[src/rtl/hima_pkg.sv]
package hima_pkg;

   localparam int OFS_ID      = 0;
   localparam int OFS_CTRL    = 1;
   localparam int OFS_PTR0    = 2;
   localparam int OFS_DATA    = 5;
   localparam int OFS_DATA_INC = 6;
   localparam int OFS_ADP     = 8;

   // Bit order follows the host-visible control register layout.
   typedef struct packed {
      logic       rst;
      logic       pend;
      logic       bell;
      logic       halt;
      logic       pend_en;
      logic [2:0] line_code;
   } chan_ctrl_t;

   function automatic logic [3:0] irq_line(input logic [2:0] code);
      case (code)
         3'd1:    irq_line = 4'd3;
         3'd2:    irq_line = 4'd5;
         3'd3:    irq_line = 4'd7;
         3'd4:    irq_line = 4'd10;
         3'd5:    irq_line = 4'd11;
         3'd6:    irq_line = 4'd12;
         default: irq_line = 4'd15;
      endcase
   endfunction

endpackage

[src/rtl/hima_ptr.sv]
module hima_ptr #(
   parameter int ADDR_W = 24
) (
   input  logic                clk,
   input  logic                rst_n,
   input  logic [ADDR_W/8-1:0] ld_en,
   input  logic [7:0]          ld_data,
   input  logic                inc,
   output logic [ADDR_W-1:0]   ptr
);
   localparam int NBYTES = ADDR_W / 8;

   always_ff @(posedge clk or negedge rst_n) begin
      if (!rst_n) begin
         ptr <= '0;
      end else if (inc) begin
         ptr <= ptr + 1'b1;
      end else begin
         for (int b = 0; b < NBYTES; b++) begin
            if (ld_en[b]) ptr[8*b +: 8] <= ld_data;
         end
      end
   end
endmodule

[src/rtl/hima_chan_ctrl.sv]
module hima_chan_ctrl
   import hima_pkg::*;
(
   input  logic       clk,
   input  logic       rst_n,
   input  logic       wr_en,
   input  logic [7:0] wdata,
   input  logic       irq_set,
   input  logic       ack,
   output chan_ctrl_t st
);
   always_ff @(posedge clk or negedge rst_n) begin
      if (!rst_n) begin
         st           <= '0;
         st.rst       <= 1'b1;
      end else begin
         if (wr_en) begin
            st.rst       <= wdata[7];
            st.halt      <= wdata[4];
            st.pend_en   <= wdata[3];
            st.line_code <= wdata[2:0];
         end
         if (irq_set)                 st.pend <= 1'b1;
         else if (wr_en && wdata[6])  st.pend <= 1'b0;
         if (wr_en && wdata[5])       st.bell <= 1'b1;
         else if (ack)                st.bell <= 1'b0;
      end
   end
endmodule

[src/rtl/hima_irq_route.sv]
module hima_irq_route
   import hima_pkg::*;
#(
   parameter int NUM_CHAN = 4,
   parameter int LINES    = 16
) (
   input  chan_ctrl_t [NUM_CHAN-1:0] ch,
   output logic [LINES-1:0]          irq
);
   always_comb begin
      irq = '0;
      for (int c = 0; c < NUM_CHAN; c++) begin
         if (ch[c].pend && ch[c].pend_en && (ch[c].line_code != 3'd0))
            irq[irq_line(ch[c].line_code)] = 1'b1;
      end
   end
endmodule

[src/rtl/hima_port.sv]
module hima_port
   import hima_pkg::*;
#(
   parameter int              NUM_CHAN  = 4,
   parameter int              ADDR_W    = 24,
   parameter logic [ADDR_W-1:0] MEM_LIMIT = 24'h040000,
   parameter int              HOST_AW   = 4
) (
   input  logic                clk,
   input  logic                rst_n,
   input  logic [HOST_AW-1:0]  host_addr,
   input  logic                host_wr,
   input  logic                host_rd,
   input  logic [7:0]          host_wdata,
   output logic [7:0]          host_rdata,
   output logic [ADDR_W-1:0]   mem_addr,
   output logic [1:0]          mem_chan,
   output logic                mem_we,
   output logic                mem_re,
   output logic [7:0]          mem_wdata,
   input  logic [7:0]          mem_rdata,
   input  logic [NUM_CHAN-1:0] adp_irq_set,
   input  logic [NUM_CHAN-1:0] adp_ack,
   output logic [NUM_CHAN-1:0] adp_reset,
   output logic [NUM_CHAN-1:0] adp_halt,
   output logic [NUM_CHAN-1:0] adp_doorbell,
   output logic [15:0]         host_irq
);
   localparam int        PTR_BYTES = ADDR_W / 8;
   localparam int        CSEL_W    = 2;
   localparam logic [7:0] ID_VAL   = (NUM_CHAN == 4) ? 8'hA4 : 8'hA1;

   initial begin
      assert (NUM_CHAN == 1 || NUM_CHAN == 4)
         else $error("hima_port: NUM_CHAN must be 1 or 4");
      assert (ADDR_W % 8 == 0 && PTR_BYTES >= 1 && PTR_BYTES <= 3)
         else $error("hima_port: ADDR_W must be 8, 16 or 24");
      assert (HOST_AW >= 4)
         else $error("hima_port: HOST_AW must be at least 4");
   end

   logic                  acc;
   logic                  hit_hold, hit_inc, in_range;
   logic [ADDR_W-1:0]     ptr;
   logic [PTR_BYTES-1:0]  ld_en;
   logic [CSEL_W-1:0]     csel;
   chan_ctrl_t [NUM_CHAN-1:0] ch;
   chan_ctrl_t            sel_ctrl;
   logic [3:0]            pend_vec;
   logic [7:0]            reg_rd, rd_q;
   logic                  mem_sel_q;

   assign acc      = host_wr | host_rd;
   assign hit_hold = (host_addr == HOST_AW'(OFS_DATA));
   assign hit_inc  = (host_addr == HOST_AW'(OFS_DATA_INC));
   assign in_range = (ptr < MEM_LIMIT);

   // Pointer byte loads, one strobe per implemented byte.
   for (genvar b = 0; b < PTR_BYTES; b++) begin : g_ld
      assign ld_en[b] = host_wr && (host_addr == HOST_AW'(OFS_PTR0 + b));
   end

   hima_ptr #(.ADDR_W(ADDR_W)) u_ptr (
      .clk     (clk),
      .rst_n   (rst_n),
      .ld_en   (ld_en),
      .ld_data (host_wdata),
      .inc     (acc && hit_inc),
      .ptr     (ptr)
   );

   assign mem_addr  = ptr;
   assign mem_chan  = csel;
   assign mem_wdata = host_wdata;
   assign mem_we    = host_wr && (hit_hold || hit_inc) && in_range;
   assign mem_re    = host_rd && (hit_hold || hit_inc) && in_range;

   always_ff @(posedge clk or negedge rst_n) begin
      if (!rst_n)
         csel <= '0;
      else if (host_wr && host_addr == HOST_AW'(OFS_ADP))
         csel <= host_wdata[CSEL_W-1:0];
   end

   for (genvar c = 0; c < NUM_CHAN; c++) begin : g_chan
      hima_chan_ctrl u_ctrl (
         .clk     (clk),
         .rst_n   (rst_n),
         .wr_en   (host_wr && host_addr == HOST_AW'(OFS_CTRL) && csel == CSEL_W'(c)),
         .wdata   (host_wdata),
         .irq_set (adp_irq_set[c]),
         .ack     (adp_ack[c]),
         .st      (ch[c])
      );
      assign adp_reset[c]    = ch[c].rst;
      assign adp_halt[c]     = ch[c].halt;
      assign adp_doorbell[c] = ch[c].bell;
   end

   hima_irq_route #(.NUM_CHAN(NUM_CHAN), .LINES(16)) u_route (
      .ch  (ch),
      .irq (host_irq)
   );

   always_comb begin
      sel_ctrl = '0;
      pend_vec = '0;
      for (int c = 0; c < NUM_CHAN; c++) begin
         pend_vec[c] = ch[c].pend;
         if (csel == CSEL_W'(c)) sel_ctrl = ch[c];
      end
   end

   always_comb begin
      reg_rd = 8'h00;
      if (host_addr == HOST_AW'(OFS_ID))   reg_rd = ID_VAL;
      if (host_addr == HOST_AW'(OFS_CTRL)) reg_rd = sel_ctrl;
      if (host_addr == HOST_AW'(OFS_ADP))  reg_rd = {pend_vec, 2'b00, csel};
      for (int b = 0; b < PTR_BYTES; b++) begin
         if (host_addr == HOST_AW'(OFS_PTR0 + b)) reg_rd = ptr[8*b +: 8];
      end
   end

   always_ff @(posedge clk or negedge rst_n) begin
      if (!rst_n) begin
         rd_q      <= 8'h00;
         mem_sel_q <= 1'b0;
      end else begin
         rd_q      <= host_rd ? reg_rd : 8'h00;
         mem_sel_q <= mem_re;
      end
   end

   assign host_rdata = mem_sel_q ? mem_rdata : rd_q;
endmodule

[config.mk]
export PLATFORM = sky130hd
export DESIGN_NAME = hima_port
export DESIGN_NICKNAME = d
export VERILOG_FILES = /design/src/rtl/hima_pkg.sv /design/src/rtl/hima_ptr.sv /design/src/rtl/hima_chan_ctrl.sv /design/src/rtl/hima_irq_route.sv /design/src/rtl/hima_port.sv
export SDC_FILE = /design/constraint.sdc
export NUM_CORES = 1
export LEC_CHECK = 0
export ABC_AREA = 1
export ABC_CLOCK_PERIOD_IN_PS = 2600
export BUFFER_PORTS_ARGS = -buffer_cell sky130_fd_sc_hd__buf_2
export CAP_MARGIN = 20
export CORE_UTILIZATION = 33
export DETAILED_ROUTE_END_ITERATION = 6
export PLACE_DENSITY = 0.54
export SYNTH_ARGS = -nofsm -noshare
export SYNTH_HDL_FRONTEND = slang
export SYNTH_HIERARCHICAL = 1
export SYNTH_SLANG_ARGS = --single-unit
[constraint.sdc]
create_clock -name clk -period 2.6 [get_ports clk]
set_clock_uncertainty 0.05 [all_clocks]
set_input_delay 0 -clock clk [delete_from_list [all_inputs] [get_ports clk]]
set_output_delay 0 -clock clk [all_outputs]
set_load 0.01 [all_outputs]
Word-level counts from Yosys, hierarchy flattened
Index checks and enable logic that the tools add are counted.
{"block": "word_totals", "regBits": 67, "latch_bits": 0, "ramBits": 0, "rom_bits": 0, "in_bits": 32, "output_inout_bits": 72, "word_cells": 182, "memories": 0}
{"block": "classes", "addsub": 1, "multipliers": 0, "div": 0, "order_cmp": 9, "eq_ne": 34, "n_shift": 0, "n_mux": 52, "n_bitwise": 4, "reduce_logical": 52}
{"op": "2-to-1 mux 8 bit", "count": 15}
{"op": "one-hot mux 4 bit (6 select lines)", "count": 4}
{"op": "2-to-1 mux 16 bit", "count": 4}
{"op": "OR 16 bit", "count": 3}
{"op": "equality test 3 bit, second input constant", "count": 12}
{"op": "logical AND 1 bit", "count": 34}
{"op": "adder 24 x 1 -> 24 bit, second input constant", "count": 1}
{"op": "equality test 3 x 2 -> 1 bit, second input constant", "count": 8}
{"op": "< comparator 24 x 19 -> 1 bit, second input constant", "count": 1}
{"op": "2-to-1 mux 24 bit", "count": 1}
{"op": "nonzero test 2 bit", "count": 11}
{"op": "< comparator 4 x 5 -> 1 bit, second input constant", "count": 4}
{"op": "2-to-1 mux 1 bit", "count": 20}
{"op": "demux 1 bit (select 4 bit)", "count": 4}
{"op": "greater-or-equal comparator 4 x 1 -> 1 bit, second input constant", "count": 4}
{"op": "2-to-1 mux 4 bit", "count": 4}
{"op": "equality test 3 x 1 -> 1 bit, second input constant", "count": 4}
{"op": "equality test 4 x 3 -> 1 bit, second input constant", "count": 3}
{"op": "nonzero test 3 bit", "count": 4}
{"op": "equality test 4 x 2 -> 1 bit, second input constant", "count": 2}
{"op": "equality test 2 bit, second input constant", "count": 2}
{"op": "equality test 4 x 1 -> 1 bit, second input constant", "count": 1}
{"op": "equality test 4 bit, second input constant", "count": 1}
{"op": "zero test 4 bit", "count": 1}
{"op": "other kinds (4)", "count": 4}

Depth between registers and ports, before layout
{"block": "logic_depth", "word_depth": 14, "depth_mapped": 11, "mapped_depth_nobuf": 11}

Modules after synthesis
The synthesis kept the hierarchy.
{"module": "hima_ptr", "n_inst": 1, "cells_each": 267, "area_each_um2": 1811.7, "seq_area_each_um2": 600.6}
{"module": "hima_port", "n_inst": 1, "cells_each": 233, "area_each_um2": 1345.0, "seq_area_each_um2": 275.3}
{"module": "hima_chan_ctrl", "n_inst": 4, "cells_each": 34, "area_each_um2": 315.3, "seq_area_each_um2": 201.4}
{"module": "hima_irq_route", "n_inst": 1, "cells_each": 103, "area_each_um2": 457.9, "seq_area_each_um2": 0.0}

Worst setup path before layout
OpenSTA, ideal clock, no wires.
{"block": "synth_path", "kind": "reg2reg", "from": "register u_ptr.ptr[0]", "to": "register u_ptr.ptr[14]", "setup_ns": 0.113, "arrival_ns": 1.361, "required_time_ns": 2.437, "setup_slack_ns": 1.077, "path_stages_with_launch": 11, "n_path_buf": 0, "synth_period_minus_slack_ns": 1.523, "path_cell_list": "dfrtp_1 > ha_1 > nand2_2 > nor2_4 > nand3_2 > nor2_4 > nand2_1 > nand2_1 > nand3_1 > nand2_1 > inv_1"}
{"block": "synth_via", "elab_chain_cells": 2}
{"item": "from (decl)", "line": "hima_ptr.sv:9", "source": "output logic [ADDR_W-1:0] ptr"}
{"item": "from (signal assigned)", "line": "hima_ptr.sv:17", "source": "ptr <= ptr + 1'b1;"}
{"item": "from (signal, indexed assignment)", "line": "hima_ptr.sv:20", "source": "if (ld_en[b]) ptr[8*b +: 8] <= ld_data;"}
{"item": "adder 24 x 1 -> 24 bit", "line": "hima_ptr.sv:17"}
{"item": "2-to-1 mux 24 bit", "line": "hima_ptr.sv:16", "source": "end else if (inc) begin"}
Every way passes these cells.
A chain may end at the register's enable or synchronous reset.

Final worst setup path
{"block": "layout_path", "from": "register csel[1], in the netlist mem_chan[1]", "to": "register g_chan[2].u_ctrl/st[5] in the netlist's numbering"}
{"block": "layout_via", "elab_chain_cells": 4, "elab_cells_between_ends": 5, "cone_classes": "eq/ne (1); mux (1); reduce/logical (3)"}
{"item": "from (decl)", "line": "hima_port.sv:46", "source": "logic [CSEL_W-1:0] csel;"}
{"item": "from (signal assigned)", "line": "hima_port.sv:82", "source": "csel <= host_wdata[CSEL_W-1:0];"}
{"item": "equality test 2 bit *", "line": "hima_port.sv:89", "source": ".wr_en (host_wr && host_addr == HOST_AW'(OFS_CTRL) && csel == CSEL_W'(c)),"}
{"item": "logical AND 1 bit *", "line": "hima_port.sv:89"}
{"item": "logical AND 1 bit *", "line": "hima_chan_ctrl.sv:25", "source": "if (wr_en && wdata[5]) st.bell <= 1'b1;"}
{"item": "2-to-1 mux 1 bit / nonzero test 2 bit (equally long branches)"}
{"item": "to (decl)", "line": "hima_chan_ctrl.sv:10", "source": "output chan_ctrl_t st"}
Mark *: on every way between the ends. The rest lies on a longest branch, timed or not.

==> reports/results.md <==
• Routed WL: 15900 um
• class of the tightest hold or removal check: primary input to flip-flop
• most used flip-flop cell after synthesis: dfrtp_1
• logic gate share of total power: 29.7%
• EDFF count, synth: 0
• Hold Path Stages: 3
• number of buffer cells added on primary ports: 94
• GRT Residual Overflow: 0
• number of antenna cells inserted: 0
• largest buffer count on any clock path: 2
• post-route design area: 0.00598 sq mm
• Clock Sinks: 67
• highest-count cells in the layout ignoring fill and taps: nand2_1 (213), inv_1 (115), buf_2 (94)
• Yosys reg bits: 67
• Synth Instances: 739
• horizontal extent of the die: 124 um
• DP Area: 0.00545 sq mm
• count of final setup violators: 0
• worst vdd ir: 0.000246 V
• WP data arrival: 2.61 ns
• kind of end point of the critical path: flip-flop
• average vias per placed instance: 4.80
• post-route minimum period: 2.38 ns
• wire length of the first global-routing pass: 24700 um
• half-perimeter wire length of the detailed placement result: 11700 um
• Pre-Repair DR Iteration Count: 5
• unrepaired setup endpoints after global routing: no
• post-route worst setup slack: 0.222 ns
• effective utilization at floorplan: 33.7%
• H-Tree Level Count: 3
• setup total negative slack: 0 ns
• post-synthesis cell area: 0.00488 sq mm
• vertical die dimension: 124 um
• share of total power in the clock network: 29.4%
• critical path peak fanout: 15
• number of violations reported at the end of detailed-routing iteration 0: 318
• setup fix buffers added after clock tree synthesis: 0
• overall via count from detail_route: 5006
• required time reported for the critical path endpoint: 2.83 ns
• cell count after placement: 1003
• Register-to-Register Setup Slack: 0.22 ns
• run status: complete, no violations
• drt drc: 0
• Yosys Warn Count: 6
• number of placement rows: 44
• clk root buf: clkbuf_16
• clock latency reported for the late side of the worst-skew pair: 0.35 ns
• type of the worst setup path: flip-flop to flip-flop
• largest net degree at the start of global routing: 59
• LEAKAGE: 3.27 nW
• vias in the first global route: 4618
• Core Region: 0.0145 sq mm
• number of antenna violations at the first check in global routing: 0
• die outline area: 0.0153 sq mm
• number of top-level pins: 104
• start point of the worst min-delay path: host_wr
• worst reg2reg startpoint: mem_chan[1]
• Crit Reg-Reg Endpoint: g_chan[2].u_ctrl/st[5]
• switching part of the total power: 39.5%
• number of max-slew violations in the final report: 0
• Cell Pwr Density: 660 mW/mm^2
• most common cell after layout, fill and taps aside: nand2_1
• final net count: 888
• max-cap viol count: 0
• Mean Syn Cell Area: 6.60 sq um
• Sw Pwr: 0.00156 W
• hold violation count in the final report: 0
• number of library cell types mapped by synthesis: 42
• Tcrit/Tclk final: 91.5%
• CTS tree: yes
• Async SR Flop Fraction: 100%
• fraction of power consumed by sequential logic: 40.9%
• remaining number of nets flagged by the antenna check after routing: 0
• wire per inst: 15.3 um
• logic depth of the worst register-to-register path: 8
• sequential share of the synthesized area: 34.5%
• worst slack at placement: 0.768 ns
• count of placed standard cells in the final layout, fillers left out: 1044
• startpoint kind of the worst setup timing path: flip-flop
• CTS Hold Buffers Added: 25
• share of layout cells above drive strength 1: 21.7%
• Area growth, synth to finish: 22.7%
• number of buffers created by CTS: 9
• worst hold endpoint: mem_chan[1]
• clock transition at the registers of the reported paths: 0.06 ns
• gpl congestion: 0.868
• Int Pwr: 0.00239 W
• highest achievable clock rate: 0.420 GHz
• number of gates given a new drive strength after cts: 0
• GRT Total Usage: 22.2%
==> area by class of cell <==
cell class | instances | area (sq um)
Fill cell | 1577 | 8490
Multi-Input combinational cell | 513 | 2480
Tap cell | 184 | 230
Sequential cell | 67 | 1680
Clock buffer | 11 | 253
Inverter | 136 | 510
Timing Repair Buffer | 128 | 801
Clock inverter | 5 | 27.5
==> layer usage <==
metal | global-route usage [%] | share of wire, % | up-vias | routed length, um
li1 | - | - | 2516 | -
met1 | 28.1 | 44 | 2325 | 6960
met2 | 37.5 | 49 | 140 | 7860
met3 | 3.74 | 4.7 | 25 | 742
met4 | 8.43 | 2.4 | 0 | 381
met5 | 0 | 0 | - | 0
==> through the flow <==
step                utilization (%)  power, W  hold WS [ns]
floorplan                         -   0.00228        -0.346
global placement               37.7   0.00278        -0.123
detailed placement             37.7   0.00279        -0.124
CTS                            41.3   0.00399       0.00222
global route                   41.3   0.00423        0.0156
finish                         41.3   0.00395       0.00811
==> synth_stat cells, types with 7 or more instances <==
cell type	instances	area share, %
o21ai_1	15	1.5
dfrtp_1	63	32
mux2_2	8	1.8
nand3_1	58	6.0
nor2_4	9	2.1
a21oi_1	12	1.2
nor2_2	7	0.90
o21ai_0	42	4.3
buf_4	18	2.8
inv_1	115	8.9
nand2_2	8	1.0
nand2_1	213	16
nor2_1	73	5.6
inv_2	15	1.2
nand4_1	15	1.9
==> registers in the layout (all words and copies together), names as in the netlist <==
register          count
u_ptr/ptr            24
mem_chan              2
g_chan.u_ctrl/st     32
rd_q                  8
mem_sel_q             1
==> power groups by stage <==
stage | Clock [W] | Sequential [W] | Combinational, W
after floorplan | 0 | 0.00154 | 0.000739
after global placement | 0 | 0.00162 | 0.00115
after detailed placement | 0 | 0.00163 | 0.00116
after CTS | 0.00119 | 0.00161 | 0.00118
after global routing | 0.00123 | 0.00166 | 0.00134
final | 0.00116 | 0.00162 | 0.00117
==> worst max-delay path by stage <==
stage	from	endpoint	slack, ns	depth (start not counted)
2_1_floorplan	u_ptr/ptr[0]	u_ptr/ptr[14]	1.08	10
3_3_place_gp	mem_chan[0]	g_chan[3].u_ctrl/st[2]	0.82	5
3_5_place_dp	mem_chan[1]	g_chan[2].u_ctrl/st[4]	0.77	6
4_1_cts	mem_chan[1]	g_chan[2].u_ctrl/st[5]	0.25	8
5_1_grt	mem_chan[1]	g_chan[2].u_ctrl/st[5]	0.006	8
6_report	mem_chan[1]	g_chan[2].u_ctrl/st[5]	0.22	8
==> cells by family (layout without fill, tap and decap cells) <==
kind of cell             Yosys count  after routing  share of synthesized area (%)
multiplexers                       8              8                           1.85
flip-flops                        67             67                           34.5
other                              1              9                         0.0769
adder cells (fa/ha/maj)            1              1                          0.257
AO/OA/AOI/OAI                     85             85                           9.60
buffers and inverters            167            280                           15.3
AND/OR/NAND/NOR                  410            410                           38.4
==> worst max-delay path, stage by stage, from the launching register on <==
cell	delay, ns
dfrtp_1	0.61
inv_2	0.19
nor2_2	0.15
inv_2	0.05
nor2_1	0.34
buf_4	0.23
nand2_1	0.05
o21ai_0	0.07
dlygate4sd3_1	0.57
Power figures use the tool's default switching activity.
